--- src/rtl/pd_tx_pkg.sv ---
package pd_tx_pkg;

  typedef enum logic [2:0] {
    ST_IDLE, ST_WAIT, ST_PRE, ST_SOP, ST_DATA, ST_CRC, ST_EOP, ST_TAIL
  } tx_state_e;

  localparam int          SOP_W     = 20;
  localparam logic [6:0]  PRE_BITS  = 7'd64;
  localparam logic [6:0]  SOP_BITS  = 7'd20;
  localparam logic [6:0]  BYTE_BITS = 7'd10;
  localparam logic [6:0]  END_BITS  = 7'd5;
  localparam logic [4:0]  END_CODE  = 5'b01101;
  localparam logic [31:0] CRC_POLY  = 32'hEDB88320;

  function automatic logic [4:0] enc_4b5b(input logic [3:0] n);
    logic [4:0] c;
    case (n)
      4'h0: c = 5'b11110; 4'h1: c = 5'b01001; 4'h2: c = 5'b10100; 4'h3: c = 5'b10101;
      4'h4: c = 5'b01010; 4'h5: c = 5'b01011; 4'h6: c = 5'b01110; 4'h7: c = 5'b01111;
      4'h8: c = 5'b10010; 4'h9: c = 5'b10011; 4'hA: c = 5'b10110; 4'hB: c = 5'b10111;
      4'hC: c = 5'b11010; 4'hD: c = 5'b11011; 4'hE: c = 5'b11100; default: c = 5'b11101;
    endcase
    return c;
  endfunction

  // low nibble code sits in the bits shifted out first
  function automatic logic [9:0] enc_byte(input logic [7:0] b);
    return {enc_4b5b(b[7:4]), enc_4b5b(b[3:0])};
  endfunction

  function automatic logic [31:0] crc32_byte(input logic [31:0] c, input logic [7:0] d);
    logic [31:0] r;
    r = c;
    for (int i = 0; i < 8; i++) begin
      if (r[0] ^ d[i]) r = (r >> 1) ^ CRC_POLY;
      else             r = r >> 1;
    end
    return r;
  endfunction

endpackage

--- src/rtl/pd_hbit_timer.sv ---
module pd_hbit_timer #(
  parameter int DIV_W = 8
) (
  input  logic             clk_i,
  input  logic             rst_ni,
  input  logic             restart_i,
  input  logic [DIV_W-1:0] div_i,
  output logic             tick_o
);

  logic [DIV_W-1:0] cnt_q;

  assign tick_o = (cnt_q >= div_i);

  always_ff @(posedge clk_i or negedge rst_ni) begin
    if (!rst_ni)                  cnt_q <= '0;
    else if (restart_i || tick_o) cnt_q <= '0;
    else                          cnt_q <= cnt_q + 1'b1;
  end


  hbit_count_chk: assert property (@(posedge clk_i) disable iff (!rst_ni)
    (!restart_i && !tick_o) |=> (cnt_q == $past(cnt_q) + 1'b1));

endmodule

--- src/rtl/pd_tx_flags.sv ---
module pd_tx_flags (
  input  logic clk_i,
  input  logic rst_ni,
  input  logic set_sent_i,
  input  logic set_disc_i,
  input  logic clr_sent_i,
  input  logic clr_disc_i,
  input  logic ie_sent_i,
  input  logic ie_disc_i,
  output logic sent_o,
  output logic disc_o,
  output logic irq_o
);

  logic sent_q, disc_q;

  always_ff @(posedge clk_i or negedge rst_ni) begin
    if (!rst_ni) begin
      sent_q <= 1'b0;
      disc_q <= 1'b0;
    end else begin
      if (set_sent_i)      sent_q <= 1'b1;
      else if (clr_sent_i) sent_q <= 1'b0;
      if (set_disc_i)      disc_q <= 1'b1;
      else if (clr_disc_i) disc_q <= 1'b0;
    end
  end

  assign sent_o = sent_q;
  assign disc_o = disc_q;
  assign irq_o  = (sent_q & ie_sent_i) | (disc_q & ie_disc_i);


  clr_sent_chk: assert property (@(posedge clk_i) disable iff (!rst_ni)
    (clr_sent_i && !set_sent_i) |=> !sent_q);


  one_outcome_chk: assert property (@(posedge clk_i) disable iff (!rst_ni)
    !(set_sent_i && set_disc_i));

endmodule

--- src/rtl/pd_bmc_tx.sv ---
module pd_bmc_tx
  import pd_tx_pkg::*;
#(
  parameter int DIV_W = 8,
  parameter int GAP_W = 8,
  parameter int LEN_W = 10
) (
  input  logic             clk_i,
  input  logic             rst_ni,
  input  logic [DIV_W-1:0] cfg_hbit_div_i,
  input  logic [GAP_W-1:0] cfg_gap_i,
  input  logic [19:0]      cfg_sop_i,
  input  logic [LEN_W-1:0] cfg_len_i,
  input  logic             send_i,
  input  logic             line_busy_i,
  input  logic [7:0]       data_i,
  input  logic             data_we_i,
  output logic             data_req_o,
  input  logic             ie_sent_i,
  input  logic             ie_disc_i,
  input  logic             clr_sent_i,
  input  logic             clr_disc_i,
  output logic             busy_o,
  output logic             sent_o,
  output logic             disc_o,
  output logic             irq_o,
  output logic             cc_o,
  output logic             cc_oe_o
);

  localparam int GCNT_W = GAP_W + 1;

  tx_state_e         state_q;
  logic              line_q, oe_q, half_q;
  logic [6:0]        bcnt_q;
  logic [SOP_W-1:0]  shreg_q;
  logic [LEN_W-1:0]  len_q, byte_left_q, req_left_q;
  logic [31:0]       crc_q, crc_out;
  logic [1:0]        crc_idx_q, crc_idx_nxt;
  logic [7:0]        data_q, crc_nxt_byte;
  logic              data_full_q;
  logic [GCNT_W-1:0] gcnt_q;

  logic tick, in_frame, gap_ok, start_ev, disc_ev, end_ev;
  logic cur_bit, mid_tick, bnd_tick, seg_last, load_byte;

  assign in_frame  = (state_q != ST_IDLE) && (state_q != ST_WAIT);
  assign gap_ok    = gcnt_q > {1'b0, cfg_gap_i};
  assign start_ev  = (state_q == ST_WAIT) && gap_ok && !line_busy_i;
  assign disc_ev   = (state_q == ST_WAIT) && gap_ok && line_busy_i;
  assign end_ev    = (state_q == ST_TAIL) && tick;
  assign cur_bit   = (state_q == ST_PRE) ? bcnt_q[0] : shreg_q[0];
  assign mid_tick  = in_frame && (state_q != ST_TAIL) && tick && !half_q;
  assign bnd_tick  = in_frame && (state_q != ST_TAIL) && tick && half_q;
  assign seg_last  = (bcnt_q == 7'd1);
  assign load_byte = bnd_tick && seg_last && (byte_left_q != '0) &&
                     ((state_q == ST_SOP) || (state_q == ST_DATA));

  assign crc_out      = ~crc_q;
  assign crc_idx_nxt  = crc_idx_q + 2'd1;
  assign crc_nxt_byte = crc_out[{crc_idx_nxt, 3'b000} +: 8];

  pd_hbit_timer #(.DIV_W(DIV_W)) u_timer (
    .clk_i     (clk_i),
    .rst_ni    (rst_ni),
    .restart_i (start_ev | end_ev),
    .div_i     (cfg_hbit_div_i),
    .tick_o    (tick)
  );

  pd_tx_flags u_flags (
    .clk_i      (clk_i),
    .rst_ni     (rst_ni),
    .set_sent_i (end_ev),
    .set_disc_i (disc_ev),
    .clr_sent_i (clr_sent_i),
    .clr_disc_i (clr_disc_i),
    .ie_sent_i  (ie_sent_i),
    .ie_disc_i  (ie_disc_i),
    .sent_o     (sent_o),
    .disc_o     (disc_o),
    .irq_o      (irq_o)
  );

  // frame sequencer and BMC line
  always_ff @(posedge clk_i or negedge rst_ni) begin
    if (!rst_ni) begin
      state_q     <= ST_IDLE;
      line_q      <= 1'b0;
      oe_q        <= 1'b0;
      half_q      <= 1'b0;
      bcnt_q      <= '0;
      shreg_q     <= '0;
      len_q       <= '0;
      byte_left_q <= '0;
      crc_q       <= '1;
      crc_idx_q   <= '0;
    end else begin
      case (state_q)
        ST_IDLE: if (send_i) begin
          state_q <= ST_WAIT;
          len_q   <= cfg_len_i;
        end
        ST_WAIT: if (gap_ok) begin
          if (line_busy_i) state_q <= ST_IDLE;
          else begin
            state_q     <= ST_PRE;
            line_q      <= 1'b1;
            oe_q        <= 1'b1;
            half_q      <= 1'b0;
            bcnt_q      <= PRE_BITS;
            crc_q       <= '1;
            byte_left_q <= len_q;
          end
        end
        ST_TAIL: if (tick) begin
          state_q <= ST_IDLE;
          oe_q    <= 1'b0;
          line_q  <= 1'b0;
        end
        default: begin
          if (mid_tick) begin
            half_q <= 1'b1;
            if (cur_bit) line_q <= ~line_q;
          end
          if (bnd_tick) begin
            half_q <= 1'b0;
            line_q <= ~line_q;
            if (!seg_last) begin
              bcnt_q  <= bcnt_q - 7'd1;
              shreg_q <= shreg_q >> 1;
            end else begin
              case (state_q)
                ST_PRE: begin
                  state_q <= ST_SOP;
                  shreg_q <= cfg_sop_i;
                  bcnt_q  <= SOP_BITS;
                end
                ST_SOP, ST_DATA: begin
                  bcnt_q <= BYTE_BITS;
                  if (byte_left_q != '0) begin
                    state_q     <= ST_DATA;
                    shreg_q     <= {10'b0, enc_byte(data_q)};
                    byte_left_q <= byte_left_q - 1'b1;
                    crc_q       <= crc32_byte(crc_q, data_q);
                  end else begin
                    state_q   <= ST_CRC;
                    shreg_q   <= {10'b0, enc_byte(crc_out[7:0])};
                    crc_idx_q <= 2'd0;
                  end
                end
                ST_CRC: begin
                  if (crc_idx_q == 2'd3) begin
                    state_q <= ST_EOP;
                    shreg_q <= {15'b0, END_CODE};
                    bcnt_q  <= END_BITS;
                  end else begin
                    crc_idx_q <= crc_idx_nxt;
                    shreg_q   <= {10'b0, enc_byte(crc_nxt_byte)};
                    bcnt_q    <= BYTE_BITS;
                  end
                end
                ST_EOP:  state_q <= ST_TAIL;
                default: ;
              endcase
            end
          end
        end
      endcase
    end
  end

  // payload holding register
  always_ff @(posedge clk_i or negedge rst_ni) begin
    if (!rst_ni) begin
      data_q      <= '0;
      data_full_q <= 1'b0;
      req_left_q  <= '0;
    end else begin
      if (start_ev)                     req_left_q <= len_q;
      else if (data_we_i && data_req_o) req_left_q <= req_left_q - 1'b1;
      if (load_byte) data_full_q <= 1'b0;
      else if (data_we_i && !data_full_q) begin
        data_full_q <= 1'b1;
        data_q      <= data_i;
      end
    end
  end

  // half-bits since the last frame ended, saturating
  always_ff @(posedge clk_i or negedge rst_ni) begin
    if (!rst_ni)                                  gcnt_q <= '1;
    else if (end_ev)                              gcnt_q <= '0;
    else if (tick && !in_frame && gcnt_q != '1)   gcnt_q <= gcnt_q + 1'b1;
  end

  assign data_req_o = in_frame && !data_full_q && (req_left_q != '0);
  assign busy_o     = (state_q != ST_IDLE);
  assign cc_o       = line_q;
  assign cc_oe_o    = oe_q;


  line_hold_chk: assert property (@(posedge clk_i) disable iff (!rst_ni)
    (in_frame && !tick) |=> $stable(line_q));


  oe_busy_chk: assert property (@(posedge clk_i) disable iff (!rst_ni)
    cc_oe_o |-> busy_o);


  byte_ready_chk: assert property (@(posedge clk_i) disable iff (!rst_ni)
    load_byte |-> data_full_q);


  gap_start_chk: assert property (@(posedge clk_i) disable iff (!rst_ni)
    $rose(cc_oe_o) |-> ($past(gcnt_q) > {1'b0, $past(cfg_gap_i)}));

endmodule

--- config.mk ---
export PLATFORM = sky130hd
export DESIGN_NAME = pd_bmc_tx
export DESIGN_NICKNAME = d
export VERILOG_FILES = /design/src/rtl/pd_tx_pkg.sv /design/src/rtl/pd_hbit_timer.sv /design/src/rtl/pd_tx_flags.sv /design/src/rtl/pd_bmc_tx.sv
export SDC_FILE = /design/constraint.sdc
export NUM_CORES = 1
export LEC_CHECK = 0
export BUFFER_PORTS_ARGS = -buffer_cell sky130_fd_sc_hd__buf_2
export CAP_MARGIN = 20
export CORE_AREA = 2 2 168 121
export DETAILED_ROUTE_END_ITERATION = 10
export DIE_AREA = 0 0 170 123
export HOLD_SLACK_MARGIN = 0.03
export SLEW_MARGIN = 15
export SYNTH_ARGS = -nofsm -noshare
export SYNTH_HDL_FRONTEND = slang
export SYNTH_SLANG_ARGS = --single-unit
--- constraint.sdc ---
create_clock -name clk_i -period 3.5 [get_ports clk_i]
set_input_delay 0 -clock clk_i [delete_from_list [all_inputs] [get_ports clk_i]]
set_output_delay 0 -clock clk_i [all_outputs]
set_load 0.05 [all_outputs]
==> results.md <==
* CP required at 3810 ps
* Warnings from Yosys at 0
* Critical Path Fanout Max at 24
* Net Sw Frac at 41.1%
* Antenna violation net count after detailed routing at 0
* Average size of a mapped cell at 9.54 µm²
* Remaining max-slew budget at the tightest pin at 45.9%
* Critical path endpoint category: flip-flop
* P_int at 4.61 mW
* TritonCTS Buffers at 17
* Combinational cell fraction of total power at 45.7%
* WL per Instance at 17.6 µm
* CTS clock-pin slew for the worst setup and hold paths at 60 ps
* Final count of negative-setup-slack endpoints at 0
* Fraction of the cycle the final worst path needs at 81.7%
* Most used flip-flop cell after synthesis: sky130_fd_sc_hd__dfrtp_1
* Count of flip-flops with a built-in enable after synthesis at 0
* Pin slew with the least headroom to its limit at 811 ps
* X dimension of the die at 170 µm
* TritonRoute pass-1 iters at 5
* Proportion of synthesized chip area in sequential cells at 40.0%
* Die Footprint at 20900 µm²
* Fraction of final layout cells with drive strength greater than 1 at 23.7%
* Number of filler cells placed in the layout at 1822
* Vertical die dimension at 123 µm
* Reg2Reg Depth at 8
* Clock tree from TritonCTS: done
* Setup Crit Path Kind: flip-flop to flip-flop
* Maximum buffer depth of the clock tree at 2
* H-tree level count at 4
* CP startpoint: gcnt_q[2]$_DFFE_PN1P_
* CP Data Arrival Time at 3170 ps
* Area of the mapped netlist at 7960 µm²
* Cell taking the most area after synthesis: sky130_fd_sc_hd__dfrtp_1
* Register share of total power at 31.7%
* Total number of vias at 6646
* Antenna violations before repair at 0
* Number of global-route vias before repair at 6099
* Unique masters post-synth at 79
* Count of port buffers added during placement at 69
* # diodes at 0
* Most frequent cells in the layout: sky130_fd_sc_hd__dfrtp_1 (84), sky130_fd_sc_hd__buf_2 (68), sky130_fd_sc_hd__nand2_1 (67)
* Max stage delay on crit path at 670 ps
* Number of placement rows at 43
* Max-slew violation total from the final report at 0
* Post-Route WL at 21000 µm
* Pleak at 4.02 nW
* Aggregate global-route resource usage at 20.9%
* Root cell of the clock tree: sky130_fd_sc_hd__clkbuf_16
* Instance area at placement at 8520 µm²
* Clock network power share at 22.6%
* Source-to-sink clock delay at the later pin of the worst-skew pair at 430 ps
* Total negative slack for setup checks at 0 ps
* Final weighted congestion in routability-driven placement at 0.816
* RR Startpoint: gcnt_q[2]$_DFFE_PN1P_
* Half-perimeter wire length after detailed placement at 14600 µm
* Via-per-instance ratio at 5.57
* Worst reg-to-reg setup slack at 640 ps
* Class of the tightest hold or removal check: input pin to flip-flop
* Leading cell types by total area after synthesis: sky130_fd_sc_hd__dfrtp_1 (26%), sky130_fd_sc_hd__dfstp_2 (14%), sky130_fd_sc_hd__xnor2_1 (5.9%), sky130_fd_sc_hd__ha_1 (3.8%), sky130_fd_sc_hd__nand2_1 (3.2%)
* Resized Gates After CTS at 0
* Synthesized instance count at 834
* Synth-to-Final Area Change at 19.8%
* Synth Area in Adders at 3.77%
* XOR/XNOR share of the synthesized area at 10.6%
* Share of flip-flops with an asynchronous set or reset after synthesis at 100%
* I/O Pins at 70
* Setup repair after global routing missed its margin: false
* Max cap viols at 0
* Net count reported at finish at 1022
* Minimum clock period after layout at 2860 ps
* Switching power summed over all nets at 3.22 mW
* # clock sinks at 125
* Flops & latches, synth at 125
* Standard cell with the maximum stage delay on the critical path: sky130_fd_sc_hd__nor2_2
* Post-Synth Simple-Gate Area at 15.7%
* Fraction of synthesized area in multiplexers at 5.76%
* Number of endpoints with negative hold slack in the final report at 0
* Initial core utilization at 41.1%
* Top cell type's share of synthesized area at 26.4%
* Most frequent standard cell in the layout excluding fill and tap cells: sky130_fd_sc_hd__dfrtp_1
* Number of DRC markers after the initial detailed-route iteration at 512
* Largest net degree at the start of global routing at 62
* Combinational family with the most area after synthesis: compound AO/OA/AOI/OAI gates
* Total power density per cell area at 822 nW/µm²
* Worst setup skew after layout at 9.33 ps
* Number of remaining DRC errors at 0
* Cell chain of the critical path: ha_1 -> nand4_1 -> o221ai_1 -> o2111ai_1 -> nor2_2 -> buf_4 -> o22ai_1 -> o2bb2ai_1
* Post-route cell area at 9530 µm²
* Area of the core at 19400 µm²
* Maximum resistive drop on vdd at 0.384 mV
* Wire length of the first global-routing pass at 33900 µm
* Complex-gate fraction of the synthesized area at 18.9%
* Top achievable clock speed at 0.350 GHz
* Synthesized netlist net count at 921
* Total chip power at 7.84 mW
* Endpoint of the worst register-to-register path: byte_left_q[5]$_DFFE_PN0P_
* Remaining global-route overflow at 0
* Kind of start point of the critical path: flip-flop
* Run status: finished, final reports clean
* Worst setup path endpoint: byte_left_q[5]$_DFFE_PN0P_
==> timing repair <==
action / in CTS / in global routing
hold buffers: 42 / 0
endpoints found under the hold margin: 81 / 0
setup buffers: 0 / 0
==> worst min path at each step <==
stage,from,end,depth (start not counted)
after floorplan,rst_ni,bcnt_q[0]$_DFFE_PN0P_,0
after global placement,rst_ni,u_timer.cnt_q[4]$_DFF_PN0_,1
after detailed placement,rst_ni,state_q[2]$_DFFE_PN0P_,1
after CTS,cfg_sop_i[5],shreg_q[5]$_DFFE_PN0P_,5
after global routing,line_busy_i,req_left_q[8]$_DFFE_PN0P_,3
final,cfg_sop_i[5],shreg_q[5]$_DFFE_PN0P_,5
==> layout make-up <==
| class | instances | area, µm² | area share, % |
|---|---|---|---|
| Multi-Input combinational cell | 617 | 4370 | 45.9 |
| Sequential cell | 125 | 3180 | 33.4 |
| Timing Repair Buffer | 133 | 933 | 9.79 |
| Clock buffer | 21 | 470 | 4.94 |
| Tap cell | 247 | 309 | 3.24 |
| Inverter | 41 | 154 | 1.61 |
| Clock inverter | 10 | 114 | 1.19 |
==> sequential cells by signal, indices dropped and copies added, names as in the netlist, 2 cells and up <==
name,count
crc_q,32
shreg_q,20
byte_left_q,10
len_q,10
req_left_q,10
gcnt_q,9
data_q,8
u_timer.cnt_q,8
bcnt_q,7
state_q,3
crc_idx_q,2
==> power groups by stage <==
stage	clock network (mW)	logic, mW	registers, mW
detailed placement	0	3.50	2.48
CTS	1.81	3.57	2.47
finish	1.77	3.58	2.48
global route	1.88	3.96	2.54
floorplan	0	2.88	2.27
global placement	0	3.48	2.48
==> worst max-delay path, delay by kind of cell (launching register included) <==
kind	cells	cell delay [ps]
flip-flops	1	570
buffers and inverters	1	430
AND/OR/NAND/NOR	2	790
adder cells (fa/ha/maj)	1	150
AO/OA/AOI/OAI	4	800
==> cell usage after synthesis, types with 10 or more instances <==
cell type	instances
sky130_fd_sc_hd__mux2_2	21
sky130_fd_sc_hd__nand3_1	18
sky130_fd_sc_hd__nand2_1	67
sky130_fd_sc_hd__a31oi_1	24
sky130_fd_sc_hd__inv_1	41
sky130_fd_sc_hd__xor2_1	26
sky130_fd_sc_hd__o21ai_0	40
sky130_fd_sc_hd__a22oi_1	11
sky130_fd_sc_hd__a21oi_1	45
sky130_fd_sc_hd__nor3_1	38
sky130_fd_sc_hd__ha_1	24
sky130_fd_sc_hd__dfstp_2	41
sky130_fd_sc_hd__o22ai_1	10
sky130_fd_sc_hd__dfrtp_1	84
sky130_fd_sc_hd__nor2_1	62
sky130_fd_sc_hd__xnor2_1	54
sky130_fd_sc_hd__buf_2	21
sky130_fd_sc_hd__clkbuf_1	21
==> per-stage QoR <==
step	setup slack [ps]	utilization (%)	cells	hold WS, ps
3_3_place_gp	607	44.0	1121	138
5_1_grt	446	49.2	1194	37.6
3_5_place_dp	485	44.0	1121	137
6_report	640	49.2	1194	40.7
4_1_cts	504	49.2	1194	31.2
2_1_floorplan	1030	-	834	-296
==> per-layer routing <==
metal	up-vias	global-route usage (%)	part of all wire, %
li1	3226	-	-
met1	3198	32.3	51
met2	202	29.6	42
met3	20	4.67	5.4
met4	0	4.70	0.98
met5	-	0	0
==> logic make-up after synthesis <==
group,after synthesis
adders and majority gates,24
and+or+nand+nor,251
DFF,125
AOI/OAI and AO/OA,220
xor gates and xnor gates,89
buffers and inverters,92
muxes,33
Power figures use the tool's default switching activity.
